===== src/rtl/softirq_pkg.sv =====
package softirq_pkg;
   typedef enum logic [1:0] {
      SOP_NONE = 2'd0,
      SOP_SET  = 2'd1,
      SOP_CLR  = 2'd2,
      SOP_WR   = 2'd3
   } soft_op_e;

   function automatic logic [31:0] soft_apply(input soft_op_e op,
                                              input logic [31:0] cur,
                                              input logic [31:0] val);
      case (op)
         SOP_SET: soft_apply = cur | val;
         SOP_CLR: soft_apply = cur & ~val;
         SOP_WR:  soft_apply = val;
         default: soft_apply = cur;
      endcase
   endfunction
endpackage


===== src/rtl/softirq_reg.sv =====
module softirq_reg
   import softirq_pkg::*;
#(
   parameter int SOFT_W   = 32,
   parameter int NUM_LVL  = 16,
   parameter int ADDR_W   = 6,
   parameter int ADDR_SET = 'h14,
   parameter int ADDR_CLR = 'h15,
   parameter int ADDR_WR  = 'h16
) (
   input  logic              clk,
   input  logic              rst_n,
   input  logic              wr_en,
   input  logic              rd_en,
   input  logic [ADDR_W-1:0] addr,
   input  logic [SOFT_W-1:0] opa,
   input  logic [SOFT_W-1:0] opb,
   input  logic              supervisor,
   input  logic              timer_match,
   output logic [SOFT_W-1:0] rd_data,
   output logic              illegal,
   output logic [NUM_LVL-1:0] soft_lvl
);
   localparam logic [ADDR_W-1:0] A_SET = ADDR_W'(ADDR_SET);
   localparam logic [ADDR_W-1:0] A_CLR = ADDR_W'(ADDR_CLR);
   localparam logic [ADDR_W-1:0] A_WR  = ADDR_W'(ADDR_WR);

   logic [SOFT_W-1:0] soft_q, soft_d;
   soft_op_e          op;
   logic              wr_hit, rd_wo;
   logic [31:0]       applied;

   always_comb begin
      wr_hit = wr_en && (addr == A_SET || addr == A_CLR || addr == A_WR);
      rd_wo  = rd_en && (addr == A_SET || addr == A_CLR);
      op     = SOP_NONE;
      if (wr_hit && supervisor) begin
         if (addr == A_SET)      op = SOP_SET;
         else if (addr == A_CLR) op = SOP_CLR;
         else                    op = SOP_WR;
      end
      illegal = (wr_hit && !supervisor) || rd_wo;
      applied = soft_apply(op, 32'(soft_q), 32'(opa ^ opb));
      soft_d  = SOFT_W'(applied);
      if (timer_match) soft_d[0] = 1'b1;
      rd_data = (rd_en && addr == A_WR) ? soft_q : '0;
   end

   always_ff @(posedge clk or negedge rst_n) begin
      if (!rst_n) soft_q <= '0;
      else        soft_q <= soft_d;
   end

   assign soft_lvl = soft_q[NUM_LVL-1:0];
endmodule


===== src/rtl/softirq_merge.sv =====
module softirq_merge #(
   parameter int NUM_LVL   = 16,
   parameter int TIMER_LVL = 14
) (
   input  logic [NUM_LVL-1:0] ext_lvl,
   input  logic [NUM_LVL-1:0] soft_lvl,
   output logic [NUM_LVL-1:0] merged
);
   for (genvar l = 0; l < NUM_LVL; l++) begin : g_lvl
      if (l == 0) begin : g_zero
         assign merged[l] = ext_lvl[l];
      end else if (l == TIMER_LVL) begin : g_timer
         assign merged[l] = ext_lvl[l] | soft_lvl[l] | soft_lvl[0];
      end else begin : g_plain
         assign merged[l] = ext_lvl[l] | soft_lvl[l];
      end
   end
endmodule


===== src/rtl/softirq_prio.sv =====
module softirq_prio #(
   parameter int NUM_LVL = 16,
   parameter int LVL_W   = $clog2(NUM_LVL)
) (
   input  logic [NUM_LVL-1:0] vec,
   output logic               hit,
   output logic [LVL_W-1:0]   win_lvl
);
   always_comb begin
      hit     = 1'b0;
      win_lvl = '0;
      for (int i = 1; i < NUM_LVL; i++) begin
         if (vec[i]) begin
            hit     = 1'b1;
            win_lvl = LVL_W'(i);
         end
      end
   end
endmodule


===== src/rtl/softirq_trap.sv =====
module softirq_trap #(
   parameter int             TT_W      = 8,
   parameter int             LVL_W     = 4,
   parameter logic [TT_W-1:0] TRAP_BASE = 8'h40
) (
   input  logic             clk,
   input  logic             rst_n,
   input  logic             other_trap_pend,
   input  logic             any_req,
   input  logic             hit,
   input  logic [LVL_W-1:0] win_lvl,
   output logic [TT_W-1:0]  trap_code,
   output logic             irq_req,
   output logic             irq_new
);
   localparam int HI_W = TT_W - LVL_W;
   localparam logic [HI_W-1:0] BASE_HI = TRAP_BASE[TT_W-1:LVL_W];

   logic [TT_W-1:0] code_q, code_d, cand;
   logic            ext_pend, may_upd, new_d;

   always_comb begin
      ext_pend = (code_q[TT_W-1:LVL_W] == BASE_HI);
      may_upd  = !other_trap_pend && (code_q == '0 || ext_pend);
      cand     = TRAP_BASE | {{HI_W{1'b0}}, win_lvl};
      code_d   = code_q;
      new_d    = 1'b0;
      if (may_upd && hit) begin
         code_d = cand;
         new_d  = (cand != code_q);
      end else if (!other_trap_pend && !any_req && ext_pend) begin
         code_d = '0;
      end
   end

   always_ff @(posedge clk or negedge rst_n) begin
      if (!rst_n) begin
         code_q  <= '0;
         irq_req <= 1'b0;
         irq_new <= 1'b0;
      end else begin
         code_q  <= code_d;
         irq_req <= (code_d != '0);
         irq_new <= new_d;
      end
   end

   assign trap_code = code_q;
endmodule


===== src/rtl/softirq_prio_ctrl.sv =====
module softirq_prio_ctrl #(
   parameter int             SOFT_W    = 32,
   parameter int             NUM_LVL   = 16,
   parameter int             TIMER_LVL = 14,
   parameter int             ADDR_W    = 6,
   parameter int             TT_W      = 8,
   parameter logic [TT_W-1:0] TRAP_BASE = 8'h40
) (
   input  logic               clk,
   input  logic               rst_n,
   input  logic               reg_wr_en,
   input  logic               reg_rd_en,
   input  logic [ADDR_W-1:0]  reg_addr,
   input  logic [SOFT_W-1:0]  reg_opa,
   input  logic [SOFT_W-1:0]  reg_opb,
   input  logic               supervisor,
   output logic [SOFT_W-1:0]  reg_rd_data,
   output logic               illegal_op,
   input  logic               timer_match,
   input  logic [NUM_LVL-1:0] ext_lvl,
   input  logic               other_trap_pend,
   output logic [TT_W-1:0]    trap_code,
   output logic               irq_req,
   output logic               irq_new,
   output logic               wake
);
   localparam int LVL_W = $clog2(NUM_LVL);

   if (SOFT_W < NUM_LVL || SOFT_W > 32) begin : g_bad_soft
      $error("SOFT_W must lie between NUM_LVL and 32");
   end
   if (NUM_LVL != (1 << LVL_W) || NUM_LVL < 2) begin : g_bad_lvl
      $error("NUM_LVL must be a power of two");
   end
   if (TIMER_LVL < 1 || TIMER_LVL >= NUM_LVL) begin : g_bad_tmr
      $error("TIMER_LVL out of range");
   end
   if (TT_W <= LVL_W || TRAP_BASE[LVL_W-1:0] != '0 || TRAP_BASE == '0) begin : g_bad_base
      $error("TRAP_BASE must be nonzero with clear level bits");
   end

   logic [NUM_LVL-1:0] soft_lvl, merged, ext_q;
   logic               hit, wake_q;
   logic [LVL_W-1:0]   win_lvl;

   softirq_reg #(
      .SOFT_W(SOFT_W), .NUM_LVL(NUM_LVL), .ADDR_W(ADDR_W)
   ) u_reg (
      .clk(clk), .rst_n(rst_n), .wr_en(reg_wr_en), .rd_en(reg_rd_en),
      .addr(reg_addr), .opa(reg_opa), .opb(reg_opb),
      .supervisor(supervisor), .timer_match(timer_match),
      .rd_data(reg_rd_data), .illegal(illegal_op), .soft_lvl(soft_lvl)
   );

   softirq_merge #(.NUM_LVL(NUM_LVL), .TIMER_LVL(TIMER_LVL)) u_merge (
      .ext_lvl(ext_lvl), .soft_lvl(soft_lvl), .merged(merged)
   );

   softirq_prio #(.NUM_LVL(NUM_LVL), .LVL_W(LVL_W)) u_prio (
      .vec(merged), .hit(hit), .win_lvl(win_lvl)
   );

   softirq_trap #(.TT_W(TT_W), .LVL_W(LVL_W), .TRAP_BASE(TRAP_BASE)) u_trap (
      .clk(clk), .rst_n(rst_n), .other_trap_pend(other_trap_pend),
      .any_req(|merged), .hit(hit), .win_lvl(win_lvl),
      .trap_code(trap_code), .irq_req(irq_req), .irq_new(irq_new)
   );

   always_ff @(posedge clk or negedge rst_n) begin
      if (!rst_n) begin
         ext_q  <= '0;
         wake_q <= 1'b0;
      end else begin
         ext_q  <= ext_lvl;
         wake_q <= |(ext_lvl & ~ext_q);
      end
   end

   assign wake = wake_q;
endmodule


===== config.mk =====
export PLATFORM = sky130hd
export DESIGN_NAME = softirq_prio_ctrl
export DESIGN_NICKNAME = d
export VERILOG_FILES = /design/src/rtl/softirq_pkg.sv /design/src/rtl/softirq_reg.sv /design/src/rtl/softirq_merge.sv /design/src/rtl/softirq_prio.sv /design/src/rtl/softirq_trap.sv /design/src/rtl/softirq_prio_ctrl.sv
export SDC_FILE = /design/constraint.sdc
export NUM_CORES = 1
export LEC_CHECK = 0
export ABC_AREA = 1
export BUFFER_PORTS_ARGS = -buffer_cell sky130_fd_sc_hd__buf_4
export CAP_MARGIN = 20
export CELL_PAD_IN_SITES_DETAIL_PLACEMENT = 2
export CELL_PAD_IN_SITES_GLOBAL_PLACEMENT = 2
export CORE_ASPECT_RATIO = 1.75
export CORE_MARGIN = 5
export CORE_UTILIZATION = 30
export CTS_BUF_LIST = sky130_fd_sc_hd__clkbuf_8
export CTS_CLUSTER_DIAMETER = 60
export DETAILED_ROUTE_END_ITERATION = 10
export PLACE_DENSITY = 0.91
export SLEW_MARGIN = 20
export SYNTH_ARGS = -nofsm -noshare
export SYNTH_HDL_FRONTEND = slang
export SYNTH_SLANG_ARGS = --single-unit

===== constraint.sdc =====
create_clock -name clk -period 3.2 [get_ports clk]
set_input_delay 0.64 -clock clk [delete_from_list [all_inputs] [get_ports clk]]
set_output_delay 0.64 -clock clk [all_outputs]
set_load 0.01 [all_outputs]

==> results_dict.tcl, run 1 <==
set metrics [dict create \
    r2r_cells 13 \
    synth_cells 387 \
    syn_to_final_growth_pct 38.0 \
    setup_viol 0 \
    grt_overflow 0 \
    critPathTopFamily "buffers and inverters" \
    synth_top_flop_cell "dfrtp_1" \
    synth_top_area_share_pct 43.4 \
    track_usage_pct 17.9 \
    nNetsFinal 614 \
    die_x_um 90.5 \
    vias 3167 \
    postRouteAntennaNets 0 \
    synthTopCellsByCount "inv_1, dfrtp_1, nor2_1" \
    cp_common_cell "buf_4" \
    r2r-end "u_trap.irq_req" \
    place_hpwl_mm 9.38 \
    cts-buffers-inserted 9 \
    dr.first_iter.drc_count 37 \
    placedCellCount 642 \
    r2r_slack_ns 1.20 \
    postCtsSetupRepairBufs 0 \
    fin_cells 658 \
    synth-simple-area-share_pct 17.6 \
    crit_buf_inv 4 \
    dieArea_um2 13600 \
    yosysTopAreaCell "dfrtp_1" \
    syn_area_um2 3400 \
    cp_slowest_cell "buf_4" \
    start_util_pct 30.6 \
    synth_compound_area_share_pct 18.6 \
    endpoint_kind "output pin" \
    drive_above_1_share_pct 40.1 \
    grt_max_degree 64 \
    synth_area_leaders "dfrtp_1, xnor2_1, a21oi_2" \
    fp-row-count 51 \
    worstHoldPathType "in -> async" \
    critPathRequiredTime_ns 2.56 \
    cts_resized 0 \
    finClkSkew_ns 0.00492 \
    fill_cells 1269 \
    ios 137 \
    ys_seq_area_share_pct 43.4 \
    rsz0062_at_grt "no" \
    tns_ns 0 \
    tritoncts "done" \
    period_share_pct 76.5 \
    multi_input_area_um2 1520 \
    hold_buffers 0 \
    regArea_um2 1480 \
    ys_types 37 \
    antenna_found_initial 0 \
    synthXorXnorAreaFrac_pct 8.51 \
    crit_arrival_ns 1.81 \
    maxCapViolations 0 \
    wl_per_cell_um 18.3 \
    synth_edf_count 0 \
    grt_pass1_vias 3772 \
    die_y_um 151 \
    grt_pass1_wl_mm 19.1 \
    hold_viol_final 0 \
    cp_cell_sequence "buf_4 > nor2_4 > inv_2 > nor3_1 > nand3_1 > buf_4 > nor2_1 > buf_4" \
    synth_seq_cells 59 \
    worstPathMaxFanout 32 \
    clk_latency_ns 0.35 \
    cts_root_buffer "clkbuf_8" \
    antenna_cells 0 \
    ir_worst_vdd_mv 0.208 \
    worst_slew_pin_slew_ns 0.836 \
    slew_violations 0 \
    port_buffers 136 \
    first_pass_iters 4 \
    clk_path_buf_depth 2 \
    max_freq_mhz 408 \
    async_reset_ff_share_pct 100 \
    period_minus_slack_ns 2.45 \
    route.detailed.drc 0 \
    synth_mux_area_share_pct 0 \
    htreeDepth 3 \
    status "completed" \
    ys_warn_count 0 \
    syn_avg_cell_area_um2 8.78 \
    synth_top_family_by_area "compound AO/OA/AOI/OAI gates" \
    yosys.area_share.adder_pct 0 \
    yosysMostFrequentCell "inv_1" \
    max_slew_margin_pct 44.3 \
    start_kind "input pin" \
    final_area_um2 4690 \
    routed_wl_mm 12.1 \
    slowest_delay_ns 0.25 \
    place.gp.congestion 0.739 \
    leakage_nw 2.40 \
    crit_type "in -> out" \
    cts_num_sinks 59 \
    syn-num-nets 480 \
    dpl-instance-area_um2 4480 \
    clkTransAtPathRegs_ns 0.07 \
    vias_per_cell 4.81 \
    core-area_um2 11100 \
    r2r_start "u_reg.soft_q[0]" \
    powerDensity_nw_per_um2 433 \
]
## where the power goes
group | total [W] | switching, W | leakage (nW) | internal, W
Combinational | 0.000418 | 0.000239 | 1.66 | 0.000179
Clock | 0.000734 | 0.000313 | 0.108 | 0.000421
Sequential | 0.000878 | 0.0000394 | 0.632 | 0.000839
## cells in the final DEF, fill, tap and decap left out, types with 2 or more instances in the layout
master    instances
and2_2            2
inv_1            69
or2_4             2
nor2_4            2
nor3_1            3
xor2_1            2
nor2_2            4
nand2_2           2
nand4_1           3
a21oi_2          30
dfrtp_1          59
clkbuf_8         12
a21oi_1           4
nor2_1           48
o22ai_1          37
nand2_1          44
nand2_4           2
nand3_1           8
buf_4           138
xnor2_1          31
inv_2             4
clkinv_2          3
## worst max path at each step
stage                      startpoint         endpoint  slack, ns  depth (start not counted)
after floorplan           reg_addr[2]  reg_rd_data[10]       1.03                          6
after global placement    reg_addr[5]  u_reg.soft_q[0]       0.77                         10
after detailed placement  reg_addr[4]  u_reg.soft_q[0]       0.52                         11
after CTS                 reg_addr[4]  reg_rd_data[17]       0.72                          9
after global routing      reg_addr[4]  reg_rd_data[31]       0.62                          9
final                     reg_addr[5]  reg_rd_data[17]       0.75                          8
## per-layer routing
metal	up-vias	share of wire, %	global-route usage (%)
met1	1546	34	16.7
met2	106	59	36.8
met5	-	0	0
li1	1501	-	-
met3	14	5.3	4.82
met4	0	1.5	5.22
## through the flow
step	util (%)	setup slack (ns)	power, W	hold slack, ns
6_report	42.2	0.752	0.00203	0.360
4_1_cts	42.2	0.722	0.00206	0.385
3_5_place_dp	40.3	0.519	0.00131	0.402
3_3_place_gp	40.3	0.773	0.00127	0.394
5_1_grt	42.2	0.618	0.00213	0.386
2_1_floorplan	-	1.03	0.00109	0.344
## flip-flops by register name, summed over array words and instances (netlist names)
| name | cells |
|---|---|
| ext_q | 16 |
| u_reg.soft_q | 32 |
| u_trap.irq_new | 1 |
| u_trap.irq_req | 1 |
| u_trap.trap_code | 8 |
| wake | 1 |
## cell type report
cell class / count / share of cell area [%]
sequential: 59 / 31.5
tap: 132 / 3.52
multi-input combinational: 239 / 32.4
clock inverter: 4 / 1.01
clock buffer: 12 / 3.52
timing repair buffer: 138 / 22.1
inverter: 74 / 5.95
## kinds of logic (layout without fill, tap and decap cells)
| kind of cell | Yosys count | in the layout |
|---|---|---|
| xor+xnor | 33 | 33 |
| simple gates | 125 | 125 |
| compound gates | 81 | 81 |
| flops | 59 | 59 |
| buf+inv | 89 | 228 |
Power figures use the tool's default switching activity.
==> run 2, diff against run 1 <==
--- a/config.mk
+++ b/config.mk
@@ -5,18 +5,18 @@
 export SDC_FILE = /design/constraint.sdc
 export NUM_CORES = 1
 export LEC_CHECK = 0
-export ABC_AREA = 1
+export ABC_AREA = 0
 export BUFFER_PORTS_ARGS = -buffer_cell sky130_fd_sc_hd__buf_4
 export CAP_MARGIN = 20
 export CELL_PAD_IN_SITES_DETAIL_PLACEMENT = 2
 export CELL_PAD_IN_SITES_GLOBAL_PLACEMENT = 2
 export CORE_ASPECT_RATIO = 1.75
 export CORE_MARGIN = 5
-export CORE_UTILIZATION = 30
+export CORE_UTILIZATION = 26
 export CTS_BUF_LIST = sky130_fd_sc_hd__clkbuf_8
 export CTS_CLUSTER_DIAMETER = 60
 export DETAILED_ROUTE_END_ITERATION = 10
-export PLACE_DENSITY = 0.91
+export PLACE_DENSITY = 0.83
 export SLEW_MARGIN = 20
 export SYNTH_ARGS = -nofsm -noshare
 export SYNTH_HDL_FRONTEND = slang
==> constraint.sdc (replaced) <==
create_clock -name clk -period 2 [get_ports clk]
set_input_delay 0.4 -clock clk [delete_from_list [all_inputs] [get_ports clk]]
set_output_delay 0.4 -clock clk [all_outputs]
set_load 0.01 [all_outputs]
==> run 2 against run 1 <==
The flow now finishes with violations (setup timing). Non-clock buffer count grew 54. Clock-buffer cell count shrank 3. Via count grew 7.9%. Combinational power grew 64%. Hold slack lost 0.34 ns. Critical path type is now reg -> reg. Largest power group unchanged. Highest routed layer unchanged.
==> results_dict.tcl, run 2 <==
set metrics [dict create \
    syn-num-nets 432 \
    drive_above_1_share_pct 50.8 \
    powerDensity_nw_per_um2 604 \
    clk_latency_ns 0.36 \
    yosysMostFrequentCell "dfrtp_1" \
    place.gp.congestion 0.896 \
    synth_cells 339 \
    ir_worst_vdd_mv 0.319 \
    fill_cells 1348 \
    setup_ws_ns -0.212 \
    grt_overflow 0 \
    finClkSkew_ns 0.0123 \
    cts-buffers-inserted 9 \
    nNetsFinal 620 \
    hold_viol_final 0 \
    synth_top_flop_cell "dfrtp_1" \
    crit_arrival_ns 2.45 \
    multi_input_area_um2 1730 \
    crit_type "reg -> reg" \
    regArea_um2 1480 \
    r2r_slack_ns -0.21 \
    cts_root_buffer "clkbuf_8" \
    hold_buffers 0 \
    final_cell_mix "buf_4, dfrtp_1, inv_1" \
    cts_num_sinks 59 \
    fp-row-count 54 \
    largest_reg_flops 32 \
    r2r_cells 7 \
    start_kind "flop" \
    clk_path_buf_depth 2 \
    syn_avg_cell_area_um2 9.55 \
    first_pass_iters 4 \
    largest-register "u_reg.soft_q" \
    dr.first_iter.drc_count 90 \
    ys_seq_area_share_pct 45.6 \
    yosysTopAreaCell "dfrtp_1" \
    routed_wl_mm 15.4 \
    antenna_found_initial 0 \
    ios 137 \
    worst_slew_pin_slew_ns 0.383 \
    synth_seq_cells 59 \
    r2r-end "u_trap.irq_new" \
    maxCapViolations 0 \
    dieArea_um2 14900 \
    core-area_um2 12400 \
    rsz0062_at_grt "yes" \
    period_share_pct 111 \
    port_buffers 136 \
    place_hpwl_mm 10.5 \
    postRouteAntennaNets 0 \
    async_reset_ff_share_pct 100 \
    endpoint_kind "flop" \
    clkTransAtPathRegs_ns 0.08 \
    wl_per_cell_um 22.0 \
    htreeDepth 3 \
    tns_ns -0.397 \
    period_minus_slack_ns 2.21 \
    route.detailed.drc 0 \
    leakage_nw 2.59 \
    grt_pass1_vias 3982 \
    max_freq_mhz 452 \
    vias_per_cell 4.88 \
    synth_area_leaders "dfrtp_1, xnor2_1, o22ai_1" \
    critPathRequiredTime_ns 2.24 \
    failed_checks "setup timing" \
    cp-endpoint "u_trap.irq_new" \
    synth_top_area_share_pct 45.6 \
    worstHoldPathType "in -> async" \
    grt_pass1_wl_mm 22.3 \
    vias 3418 \
    status "complete, but fails checks" \
    final_common_cell "buf_4" \
    slew_violations 0 \
    synth_edf_count 0 \
    start_util_pct 26.2 \
    synthTopCellsByCount "dfrtp_1, inv_1, o22ai_1" \
    track_usage_pct 20.3 \
    die_y_um 158 \
    ys_types 47 \
    startpoint "u_reg.soft_q[11]" \
    grt_max_degree 65 \
    r2r_start "u_reg.soft_q[11]" \
    syn_area_um2 3240 \
    worstPathMaxFanout 4 \
    ys_warn_count 0 \
    max_slew_margin_pct 74.3 \
    setup_viol 2 \
    antenna_cells 0 \
    tritoncts "done" \
    final_util_pct 43.7 \
    syn_to_final_growth_pct 67.0 \
    die_x_um 94.3 \
]
## run 2: cell count changes after synthesis, moves of 5 or more
cell and change:
nor2_1 -38, nand2_1 -36, and2_1 +31, a21oi_1 +29, a21oi_2 -28, inv_1 -19, buf_6 -9, clkbuf_1 +9
nor4_2 +6, xnor2_1 +5
## run 2: worst min path at each step
| stage | end | slack, ns | cells past startpoint |
|---|---|---|---|
| floorplan | ext_q[0] | 0.10 | 0 |
| global placement | ext_q[8] | 0.42 | 2 |
| detailed placement | ext_q[2] | 0.42 | 2 |
| CTS | ext_q[2] | 0.03 | 2 |
| global route | ext_q[8] | 0.04 | 2 |
| finish | ext_q[8] | 0.02 | 2 |
## run 2: layer usage
layer	wire (µm)	part of all wire (%)	track usage, %	vias to the layer above
met2	8940	58	41.1	120
li1	-	-	-	1542
met5	0	0	0	-
met1	4970	32	18.7	1708
met4	774	5.0	9.44	0
met3	695	4.5	3.85	48
## run 2: repair_timing
item                                   CTS  global route
setup endpoints to repair               30            28
endpoints found under the hold margin    0             0
resized for setup                       27            38
gates cloned                             1             2
pin swaps                               12            13
buffers inserted                         5             3
## run 2: logic make-up (layout without fill, tap and decap cells)
family | count (synthesis) | after routing | synth area share (%)
compound gates | 89 | 89 | 17.6
xor+xnor | 36 | 36 | 9.74
buf+inv | 65 | 258 | 7.54
flops | 59 | 59 | 45.6
mux | 5 | 5 | 1.70
simple gates | 85 | 85 | 17.8
## run 2: worst max-delay path, cell delays in order, from the launching register on
cell and delay, ns:
dfrtp_2 0.48, or4_4 0.51, nor3_4 0.15, o41ai_2 0.11
a21oi_2 0.26, buf_4 0.18, xnor2_2 0.06, o41a_1 0.34
## run 2: layout make-up
class                      instances  share of cell area [%]
multi-input combinational        215                    32.0
timing repair buffer             192                    29.5
clock inverter                     7                    1.43
inverter                          50                    3.47
clock buffer                       9                    2.29
tap                              168                    3.89
sequential                        59                    27.4
## run 2: stage by stage
stage | total power (W) | hold WS (ns) | area, µm² | cells | worst slack, ns
finish | 0.00327 | 0.0205 | 5410 | 700 | -0.212
global route | 0.00341 | 0.0415 | 5410 | 700 | -0.254
CTS | 0.00327 | 0.0302 | 5220 | 696 | -0.145
detailed placement | 0.00205 | 0.425 | 4810 | 674 | -0.283
global placement | 0.00200 | 0.418 | 4810 | 674 | -0.257
floorplan | 0.00164 | 0.104 | 3240 | 339 | 0.0159
## run 2: report_power, final
group	leakage (nW)	internal, W	switching (W)
registers	0.615	0.00132	0.000121
clock network	0.0998	0.000583	0.000559
logic	1.87	0.000344	0.000339
==> run 3, diff against run 2 <==
--- a/config.mk
+++ b/config.mk
@@ -16,7 +16,7 @@
 export CTS_BUF_LIST = sky130_fd_sc_hd__clkbuf_8
 export CTS_CLUSTER_DIAMETER = 60
 export DETAILED_ROUTE_END_ITERATION = 10
-export PLACE_DENSITY = 0.83
+export PLACE_DENSITY_LB_ADDON = 0.1
 export SLEW_MARGIN = 20
 export SYNTH_ARGS = -nofsm -noshare
 export SYNTH_HDL_FRONTEND = slang
==> run 3 against run 2 <==
Routed wire length fell by 21%. Cell count is 0.57% lower. Hold slack improved by 0.15 ns. First-iteration DRC count decreased by 29%. The flow still finishes with violations (setup timing). Design area shrank 5.3%. Core utilization decreased by 2.3 points. Combinational power is 7.7% lower. Setup slack better by 0.077 ns. Die area did not move. Clock skew fell by 0.0042 ns. Critical path depth down 1.
==> results_dict.tcl, run 3 (synthesized netlist as in run 2, its figures left out) <==
set metrics [dict create \
    failed_checks "setup timing" \
    period_minus_slack_ns 2.14 \
    routed_wl_mm 12.2 \
    grt_use_met1_pct 16.0 \
    antenna_found_initial 0 \
    finClkSkew_ns 0.00803 \
    intPower_w 0.00212 \
    swShare_pct 31.2 \
    htreeDepth 3 \
    cp_cell_sequence "or4_4 > nor3_4 > o41ai_2 > a21oi_2 > mux2i_2 > or4_1" \
    largest_reg_flops 32 \
    worst_slew_pin_slew_ns 0.442 \
    crit_buf_inv 0 \
    cts-buffers-inserted 9 \
    track_usage_pct 16.9 \
    use_met2_pct 33.4 \
    fill_cells 1402 \
    grtUsageMet3_pct 3.71 \
    tritoncts "done" \
    worst_hold_slack_ns 0.166 \
    setup_viol 2 \
    r2r_start "u_reg.soft_q[11]" \
    cts_root_buffer "clkbuf_8" \
    route.detailed.drc 0 \
    fin_total_pwr_w 0.00309 \
    dieArea_um2 14900 \
    power_frac_clock_pct 33.9 \
    max_freq_mhz 468 \
    crit_arrival_ns 2.35 \
    ir_worst_vdd_mv 0.298 \
    postRouteAntennaNets 0 \
    clkTransAtPathRegs_ns 0.08 \
    port_buffers 136 \
    cts_num_sinks 59 \
    place_hpwl_mm 9.82 \
    place.gp.congestion 0.840 \
    final_area_um2 5120 \
    die_x_um 94.3 \
    final_common_cell "buf_4" \
    fin_cells 696 \
    power.switching_w 0.000964 \
    worstPathMaxFanout 3 \
    worstHoldPathType "in -> reg" \
    status "complete, but fails checks" \
    clk_latency_ns 0.35 \
    busiest_layer "met2" \
    cp_slowest_cell "or4_4" \
    syn_to_final_growth_pct 58.1 \
    hold_path.startpoint "ext_lvl[0]" \
    hold_viol_final 0 \
    max_slew_margin_pct 70.4 \
    wl_per_cell_um 17.5 \
    rsz0062_at_grt "yes" \
    pwr-share-seq_pct 45.6 \
    grt_pass1_wl_mm 19.3 \
    powerDensity_nw_per_um2 603 \
    maxCapViolations 0 \
    setup_ws_ns -0.136 \
    clk_path_buf_depth 2 \
    slowest_delay_ns 0.51 \
    critPathTopFamily "simple AND/OR/NAND/NOR gates" \
    crit_type "reg -> reg" \
    start_util_pct 26.2 \
    p_comb_share_pct 20.4 \
    start_kind "flop" \
    core-area_um2 12400 \
    dr.first_iter.drc_count 64 \
    dpl-instance-area_um2 4830 \
    largest-register "u_reg.soft_q" \
    critPathRequiredTime_ns 2.21 \
    fp-row-count 54 \
    die_y_um 158 \
    antenna_cells 0 \
    vias_per_cell 4.64 \
    slew_violations 0 \
    r2r_slack_ns -0.14 \
    period_share_pct 107 \
    endpoint_kind "flop" \
    vias 3232 \
    final_cell_mix "buf_4, dfrtp_1, inv_1" \
    startpoint "u_reg.soft_q[11]" \
    grt_pass1_vias 3826 \
    drive_above_1_share_pct 44.3 \
    grt_overflow 0 \
    placedCellCount 677 \
    ios 137 \
    leakage_nw 2.48 \
    grt_max_degree 65 \
    first_pass_iters 4 \
    nNetsFinal 616 \
]
==> run 3: layer usage <==
metal  part of all wire (%)  wire [µm]
met4                    3.5        425
met2                     59       7220
met3                    5.1        622
met5                      0          0
met1                     32       3930
==> run 3: per-stage QoR <==
stage          util, %  setup TNS (ns)  setup WS [ns]
6_report          41.4          -0.171         -0.136
5_1_grt           41.4          -0.328         -0.197
4_1_cts           41.1          -0.218         -0.158
3_5_place_dp      39.1          -0.522         -0.282
3_3_place_gp      39.1          -0.436         -0.254
2_1_floorplan        -               0         0.0159
==> run 3: final cells by class <==
| cell class | instances | area [µm²] | area share (%) |
|---|---|---|---|
| repair buffers | 188 | 1470 | 28.7 |
| well taps | 168 | 210 | 4.11 |
| multi-input cells | 215 | 1590 | 31.1 |
| clock buffers | 9 | 124 | 2.42 |
| flip-flops and latches | 59 | 1480 | 28.9 |
| inverters | 50 | 188 | 3.67 |
| clock inverters | 7 | 58.8 | 1.15 |
==> run 3: timing repair <==
action | 4_1_cts | 5_1_grt
hold buffers | 1 | 0
buffers inserted | 2 | 0
resized for setup | 7 | 7
pin swaps | 6 | 6
hold endpoints to repair | 16 | 0
endpoints found under the setup margin | 4 | 5
==> run 3: worst paths after layout <==
check / cells after the start / endpoint
max in group asynchronous: 3 / u_reg.soft_q[11]
max: 6 / u_trap.irq_req
max reg2reg: 6 / u_trap.irq_req
min: 1 / ext_q[0]
min reg2reg: 2 / u_reg.soft_q[31]
min in group asynchronous: 2 / ext_q[2]
==> run 3: power groups by stage <==
stage / registers, W / clock network, W / logic [W]
after floorplan: 0.00141 / 0 / 0.000230
after global placement: 0.00142 / 0 / 0.000596
after detailed placement: 0.00143 / 0 / 0.000621
after CTS: 0.00141 / 0.00109 / 0.000640
after global routing: 0.00143 / 0.00114 / 0.000700
final: 0.00141 / 0.00105 / 0.000631
